File: config.mk
export PLATFORM = sky130hd
export DESIGN_NAME = tpg_decomp
export DESIGN_NICKNAME = d
export VERILOG_FILES = /design/src/rtl/tpg_decomp.sv
export SDC_FILE = /design/constraint.sdc
export NUM_CORES = 2
export LEC_CHECK = 0
export ABC_CLOCK_PERIOD_IN_PS = 8000
export BUFFER_PORTS_ARGS = -buffer_cell sky130_fd_sc_hd__buf_2
export CORE_AREA = 2 2 334 336
export CTS_CLUSTER_DIAMETER = 150
export CTS_CLUSTER_SIZE = 16
export DETAILED_ROUTE_END_ITERATION = 10
export DIE_AREA = 0 0 336 338
export SLEW_MARGIN = 20
export SYNTH_ARGS = -nofsm -noshare
export SYNTH_HDL_FRONTEND = slang
export SYNTH_SLANG_ARGS = --single-unit
export TNS_END_PERCENT = 100
File: constraint.sdc
create_clock -name clk -period 8 [get_ports clk]
set_input_delay 0.4 -clock clk [delete_from_list [all_inputs] [get_ports clk]]
set_output_delay 0.4 -clock clk [all_outputs]
set_load 0.02 [all_outputs]
File: src/rtl/tpg_decomp.sv
module tpg_decomp #(
  parameter int CODE_W  = 8,
  parameter int EXP_W   = 3,
  parameter int SEG_W   = 2,
  parameter int LIN_W   = 17,
  parameter int SLOPE_W = 16,
  parameter int FRAC    = 4,
  parameter int RAT_W   = 8
) (
  input  logic                 clk,
  input  logic                 rst,
  input  logic                 in_valid,
  input  logic [CODE_W-1:0]    in_ecal,
  input  logic [CODE_W-1:0]    in_hcal,
  input  logic                 wr_en,
  input  logic [SEG_W+2:0]     wr_addr,
  input  logic [LIN_W-1:0]     wr_data,
  output logic                 out_valid,
  output logic [LIN_W-1:0]     out_ecal,
  output logic [LIN_W-1:0]     out_hcal,
  output logic [LIN_W:0]       out_sum,
  output logic                 out_elec
);
  localparam int MANT_W = CODE_W - EXP_W;
  localparam int LOW_W  = CODE_W - SEG_W;
  localparam int NSEG   = 1 << SEG_W;
  localparam int SH_W   = MANT_W + (1 << EXP_W) - 1;
  localparam int PW     = SLOPE_W + LOW_W;
  localparam int A0     = (PW > LIN_W) ? PW : LIN_W;
  localparam int ACC_W  = ((A0 > SH_W) ? A0 : SH_W) + 1;
  localparam int PROD_W = LIN_W + RAT_W;
  localparam logic [LIN_W-1:0] LIN_MAX = '1;

  logic                mode_q  [2];
  logic [SLOPE_W-1:0]  slope_q [2][NSEG];
  logic [LIN_W-1:0]    off_q   [2][NSEG];
  logic [RAT_W-1:0]    num_q, den_q;

  wire              wch  = wr_addr[SEG_W+2];
  wire [1:0]        wsel = wr_addr[SEG_W+1:SEG_W];
  wire [SEG_W-1:0]  wseg = wr_addr[SEG_W-1:0];

  always_ff @(posedge clk) begin
    if (rst) begin
      for (int c = 0; c < 2; c++) begin
        mode_q[c] <= 1'b0;
        for (int s = 0; s < NSEG; s++) begin
          slope_q[c][s] <= '0;
          off_q[c][s]   <= '0;
        end
      end
      num_q <= RAT_W'(1);
      den_q <= RAT_W'(1);
    end else if (wr_en) begin
      case (wsel)
        2'd0: slope_q[wch][wseg] <= wr_data[SLOPE_W-1:0];
        2'd1: off_q[wch][wseg]   <= wr_data;
        2'd2: mode_q[wch]        <= wr_data[0];
        default: begin
          if (wch) den_q <= wr_data[RAT_W-1:0];
          else     num_q <= wr_data[RAT_W-1:0];
        end
      endcase
    end
  end

  function automatic logic [LIN_W-1:0] conv(input logic m,
                                            input logic [CODE_W-1:0] c,
                                            input logic [SLOPE_W-1:0] sl,
                                            input logic [LIN_W-1:0] of);
    logic [ACC_W-1:0] sh, pw, r;
    logic [PW-1:0]    p;
    sh = ACC_W'(c[MANT_W-1:0]) << c[CODE_W-1:MANT_W];
    p  = PW'(sl) * PW'(c[LOW_W-1:0]);
    pw = ACC_W'(of) + ACC_W'(p >> FRAC);
    r  = m ? pw : sh;
    conv = (r > ACC_W'(LIN_MAX)) ? LIN_MAX : r[LIN_W-1:0];
  endfunction

  wire [SEG_W-1:0] eseg = in_ecal[CODE_W-1 -: SEG_W];
  wire [SEG_W-1:0] hseg = in_hcal[CODE_W-1 -: SEG_W];
  wire [LIN_W-1:0] e_lin = conv(mode_q[0], in_ecal, slope_q[0][eseg], off_q[0][eseg]);
  wire [LIN_W-1:0] h_lin = conv(mode_q[1], in_hcal, slope_q[1][hseg], off_q[1][hseg]);

  logic              s1_v, s2_v;
  logic [LIN_W-1:0]  s1_e, s1_h, s2_e, s2_h;
  logic [RAT_W-1:0]  s1_num, s1_den;
  logic [LIN_W:0]    s2_sum;
  logic [PROD_W-1:0] s2_hd, s2_en;

  always_ff @(posedge clk) begin
    if (rst) begin
      s1_v <= 1'b0; s2_v <= 1'b0; out_valid <= 1'b0;
      s1_e <= '0; s1_h <= '0; s1_num <= '0; s1_den <= '0;
      s2_e <= '0; s2_h <= '0; s2_sum <= '0; s2_hd <= '0; s2_en <= '0;
      out_ecal <= '0; out_hcal <= '0; out_sum <= '0; out_elec <= 1'b0;
    end else begin
      s1_v      <= in_valid;
      s2_v      <= s1_v;
      out_valid <= s2_v;
      if (in_valid) begin
        s1_e   <= e_lin;
        s1_h   <= h_lin;
        s1_num <= num_q;
        s1_den <= den_q;
      end
      if (s1_v) begin
        s2_e   <= s1_e;
        s2_h   <= s1_h;
        s2_sum <= (LIN_W+1)'(s1_e) + (LIN_W+1)'(s1_h);
        s2_hd  <= PROD_W'(s1_h) * PROD_W'(s1_den);
        s2_en  <= PROD_W'(s1_e) * PROD_W'(s1_num);
      end
      if (s2_v) begin
        out_ecal <= s2_e;
        out_hcal <= s2_h;
        out_sum  <= s2_sum;
        out_elec <= s2_hd < s2_en;
      end
    end
  end
endmodule


==> Yosys cells after proc, flatten, opt, wreduce, memory -nomap -nowiden <==
Memory sizes are Yosys's and may differ from the RTL's.
Cells that the tools add are included.
{ "op_classes": {"addsub": 3, "n_mul": 4, "magnitude_cmp": 7, "eq_ne": 2, "shift": 2, "n_mux": 43, "bitwise": 5, "reduce_logical": 8} }
{ "op_table": {"columns": ["cell", "n"], "rows": [
  ["$mux W68", 3],
  ["$mux W64", 3],
  ["$mux W17", 7],
  ["$mux W16", 5],
  ["$bmux W17 S2", 2],
  ["$reduce_or A68 Y1", 1],
  ["$bmux W16 S2", 2],
  ["$reduce_or A64 Y1", 1],
  ["$mul A17 B8 Y25", 2],
  ["$gt A23 B17 Y1 const B", 2],
  ["$mux W23", 2],
  ["$shl A5 B3 Y23", 2],
  ["$mul A16 B6 Y22", 2],
  ["$add A17 B18 Y19", 2],
  ["$demux W17 S2", 1],
  ["$demux W16 S2", 1],
  ["$lt A25 B25 Y1", 1],
  ["$add A17 B17 Y18", 1],
  ["$mux W1", 17],
  ["$ge A3 B3 Y1 const B", 3],
  ["$not A2 Y3", 3],
  ["$reduce_and A3 Y1", 2],
  ["$lt A3 B1 Y1 const B", 1],
  ["$reduce_or A3 Y1", 1],
  ["other kinds (6)", 7]
]} }
{ "word_totals": {"reg_bits": 224, "mem_bits_rw": 266, "inputBits": 42, "n_memories": 3} }
{ "mem_list": {"columns": ["name", "words", "word_bits", "read_ports", "rd_clocked_by_memory_dff", "write_ports", "line_no", "source"], "rows": [
  ["off_q", 2, 68, 2, 0, 2, "36", "logic [LIN_W-1:0] off_q [2][NSEG];"],
  ["slope_q", 2, 64, 2, 0, 2, "35", "logic [SLOPE_W-1:0] slope_q [2][NSEG];"],
  ["mode_q", 2, 1, 2, 0, 2, "34", "logic mode_q [2];"]
]} }

==> Depth between registers and ports, before layout <==
{ "depth": {"depth_word": 9, "depth_mapped": 31, "ltp_nobuf": 28} }

==> Worst setup path after synthesis <==
OpenSTA, ideal clock, no wires.
{ "synth_timing": {"kind": "input to register", "from": "input in_ecal[6]", "to": "register s1_e[6]", "setup_time_ps": 119, "t_arrival_ps": 7011, "t_required_ps": 7881, "setup_slack_ps": 871, "cell_stages": 27, "path_cell_list": "buf_1 -> mux4_2 -> and2_1 -> fa_1 -> inv_1 -> fa_1 -> inv_1 -> fa_1 -> ha_1 -> a21o_1 -> a21o_1 -> a41o_1 -> a21o_1 -> a211oi_2 -> nor3_1 -> a2111oi_4 -> xnor2_1 -> ha_1 -> nand2_1 -> a2111o_1 -> a21oi_1 -> nor2_1 -> nor4bb_1 -> mux2_2 -> nand4_1 -> clkbuf_1 -> o221a_1"} }
{ "synth_via": {"elab_chain_len": 9, "word_cells_on_any_way": 13, "classes_between": "add/sub: 1; mul: 1; order compare: 1; shift: 1; mux: 8; bitwise: 1"} }
{ "synth_lines": {"columns": ["item", "line_no", "source"], "rows": [
  ["start, declared", "13", "input logic [CODE_W-1:0] in_ecal,"],
  ["$not A2 Y3 (not written as such)", "82", "wire [LIN_W-1:0] e_lin = conv(mode_q[0], in_ecal, slope_q[0][eseg], off_q[0][eseg]);"],
  ["$bmux W16 S2", "82", null],
  ["$mux W16 (not written as such) (2 in series)", "82", null],
  ["$mul A16 B6 Y22", "74", "p = PW'(sl) * PW'(c[LOW_W-1:0]);"],
  ["$add A17 B18 Y19", "75", "pw = ACC_W'(of) + ACC_W'(p >> FRAC);"],
  ["$mux W23 *", "76", "r = m ? pw : sh;"],
  ["$gt A23 B17 Y1", "77", "conv = (r > ACC_W'(LIN_MAX)) ? LIN_MAX : r[LIN_W-1:0];"],
  ["$mux W17 *", "77", null],
  ["end signal, assigned", "102", "s1_e <= e_lin;"],
  ["end, declared", "86", "logic [LIN_W-1:0] s1_e, s1_h, s2_e, s2_h;"]
]} }
Mark *: on every way between the ends. The rest lies on a longest branch, timed or not. The select of a mux whose other input is x is not followed.
A chain may end at the register's enable or synchronous reset.

==> flow_metrics.env <==
export IMPL_cellLeakagePower_nw=16.1
export IMPL_cts_tree="done"
export IMPL_cp_slowest_cell="mux4_2"
export IMPL_fin_crit_sh=0.900
export IMPL_status="complete, no violations"
export IMPL_switching_share=0.425
export IMPL_startpoint_type="register"
export IMPL_clk_latency_ps=620
export IMPL_ys_seq_area_frac=0.345
export IMPL_yosys_area_share_simple=0.173
export IMPL_synth_async_reset_ratio=0
export IMPL_final_hold_viol_count=0
export IMPL_synth_ff_type="edfxtp_1"
export IMPL_syn_area_per_cell_um2=10.3
export IMPL_wl_um=91000
export IMPL_hp_class="input pin to register"
export IMPL_ant_nets=0
export IMPL_end_kind="register"
export IMPL_dpl_hpwl_um=67200
export IMPL_slew_headroom=0.286
export IMPL_path_clk_slew_ps=70
export IMPL_power_density_nw_per_um2=264
export IMPL_rsz0062_at_grt="no"
export IMPL_worstMarginPinSlew_ps=1070
export IMPL_cts_setup_buffers=0
export IMPL_core_rowCount=122
export IMPL_yosys_register_bits=490
export IMPL_path_max_fanout=11
export IMPL_grt_pass1_wl_um=143000
export IMPL_p_int_w=0.00595
export IMPL_layout_common_cells="and2_1, inv_1, fa_1, nand2_1, edfxtp_1"
export IMPL_r2r_cells=25
export IMPL_setup_violations_final=0
export IMPL_synth_xor_area_frac=0.0243
export IMPL_setup_tns_final_ps=0
export IMPL_grt_max_degree=87
export IMPL_cp_data_arrival_time_ps=7700
export IMPL_irDropWorstVdd_v=0.000260
export IMPL_whs_path_depth=2
export IMPL_p_sw_w=0.00441
export IMPL_period_needed_ps=7200
export IMPL_via_per_inst=4.88
export IMPL_drc_errors=0
export IMPL_dieArea_um2=114000
export IMPL_slowest_delay_ps=530
export IMPL_fin_util=0.356
export IMPL_cp_required_ps=8500
export IMPL_ys_types=76
export IMPL_final_common_cell="and2_1"
export IMPL_start_util=0.328
export IMPL_cts_resized=0
export IMPL_fin_skew_ps=27.5
export IMPL_cap_viol_max_count=0
export IMPL_slew_viol_final=0
export IMPL_htreeDepth=2
export IMPL_yosys_warnings=0
export IMPL_synth_compound_area_frac=0.0773
export IMPL_syn_nets=4068
export IMPL_postCtsHoldBufs=0
export IMPL_nets=4054
export IMPL_fp_dieW_um=336
export IMPL_pwr_share_clk=0.184
export IMPL_io_buffers=95
export IMPL_synth_edf_count=266
export IMPL_grt_pass1_vias=24400
export IMPL_overflow=0
export IMPL_vias=24400
export IMPL_fmax_mhz=139
export IMPL_drive_gt1_frac=0.0770
export IMPL_antenna_found_initial=6
export IMPL_wl_per_cell_um=18.2
export IMPL_pwr_share_comb=0.518
export IMPL_synth_area_um2=36100
export IMPL_synthMuxAreaShare=0.0830
export IMPL_drtPass1Iterations=7
export IMPL_fp_dieH_um=338
export IMPL_syn_inst=3506
export IMPL_root_buffer="clkbuf_16"
export IMPL_cts_sinks=490
export IMPL_track_usage=0.162
export IMPL_clockBufferDepth=3
export IMPL_boundaryPins=96
export IMPL_numCtsBuffers=38
export IMPL_drtIter0Drc=1646
export IMPL_synth_top_family_by_area="adder cells"
export IMPL_critPathKind="register to register"
export IMPL_p_seq_frac=0.298
export IMPL_synth_adder_area_share=0.242
export IMPL_area_growth_pct=8.57
export IMPL_gp_congestion=0.853
export IMPL_core_um2=110000
[metal layers]
layer	vias to the layer above	GRT usage	share of wire
met3	111	0.0303	0.061
met2	574	0.265	0.46
met4	2	0.0490	0.029
li1	11700	-	-
met5	-	0	0.00014
met1	12000	0.217	0.45
[final cells by class]
class / instances / area (µm²)
diodes: 2 / 5.00
clock buffers: 46 / 991
clock inverters: 7 / 154
fillers: 11000 / 70900
inverters: 342 / 1280
multi-input cells: 2487 / 21700
flip-flops and latches: 490 / 12500
well taps: 1488 / 1860
repair buffers: 133 / 769
[worst paths after layout]
path	slack (ps)	to	from
worst max-delay path	800	s1_e[4]$_SDFFE_PP0P_	slope_q[0][19]$_SDFFCE_PN0P_
worst min-delay path	130	off_q[0][67]$_SDFFCE_PN0P_	wr_data[16]
worst max register to register	800	s1_e[4]$_SDFFE_PP0P_	slope_q[0][19]$_SDFFCE_PN0P_
worst min register to register	460	den_q[1]$_SDFFE_PP0P_	den_q[1]$_SDFFE_PP0P_
[per-stage QoR]
stage          hold WS [ps]  worst slack (ps)  cells  total power [W]  area, µm²
3_5_place_dp            451               407   4940          0.00846      38100
4_1_cts                88.1               794   4993           0.0104      39200
3_3_place_gp            444               376   4940          0.00843      38000
5_1_grt                 111               458   4994           0.0111      39200
2_1_floorplan           432               871   3506          0.00698      36100
6_report                128               802   4995           0.0104      39200
[power groups by stage]
stage	clock network, W	registers, W	logic (W)
final	0.00191	0.00308	0.00537
after global routing	0.00204	0.00311	0.00600
after CTS	0.00197	0.00308	0.00536
after detailed placement	0	0.00314	0.00532
after global placement	0	0.00314	0.00529
after floorplan	0	0.00293	0.00405
[kinds of logic (layout without fill, tap and decap cells)]
family / after synthesis / after routing
adders and majority gates: 520 / 520
other: 0 / 2
muxes: 216 / 216
xor gates and xnor gates: 100 / 100
buffers and inverters: 529 / 528
DFF: 490 / 490
and+or+nand+nor: 1226 / 1226
AOI/OAI and AO/OA: 425 / 425
[synthesized netlist by cell type (61+ instances only)]
library cell	instances	area (µm²)
a21oi_1	137	686
and2_1	473	2960
clkbuf_1	165	619
dfxtp_1	224	4480
edfxtp_1	266	7990
fa_1	297	5950
ha_1	223	2790
inv_1	340	1280
mux2i_1	144	1440
mux4_2	66	1490
nand2_1	277	1040
nor2_1	264	991
xnor2_1	61	534
[worst max-delay path, delay by kind of cell (launching register included)]
| kind | cells | cell delay, ps |
|---|---|---|
| XOR/XNOR | 1 | 110 |
| adder cells (fa/ha/maj) | 5 | 2200 |
| flip-flops | 1 | 380 |
| AND/OR/NAND/NOR | 6 | 1130 |
| buffers and inverters | 2 | 100 |
| multiplexers | 2 | 740 |
| AO/OA/AOI/OAI | 9 | 2400 |
[sequential cells by signal, summed over array words and instances, names as in the netlist]
signal     cells
out_hcal      17
s1_v           1
num_q          8
s1_den         8
s1_num         8
off_q        136
slope_q      128
out_sum       18
s2_sum        18
s1_e          17
s2_h          17
s2_en         25
s2_v           1
den_q          8
out_valid      1
out_elec       1
s2_hd         25
out_ecal      17
s1_h          17
mode_q         2
s2_e          17
No activity file was read; power rests on OpenSTA's default activity.
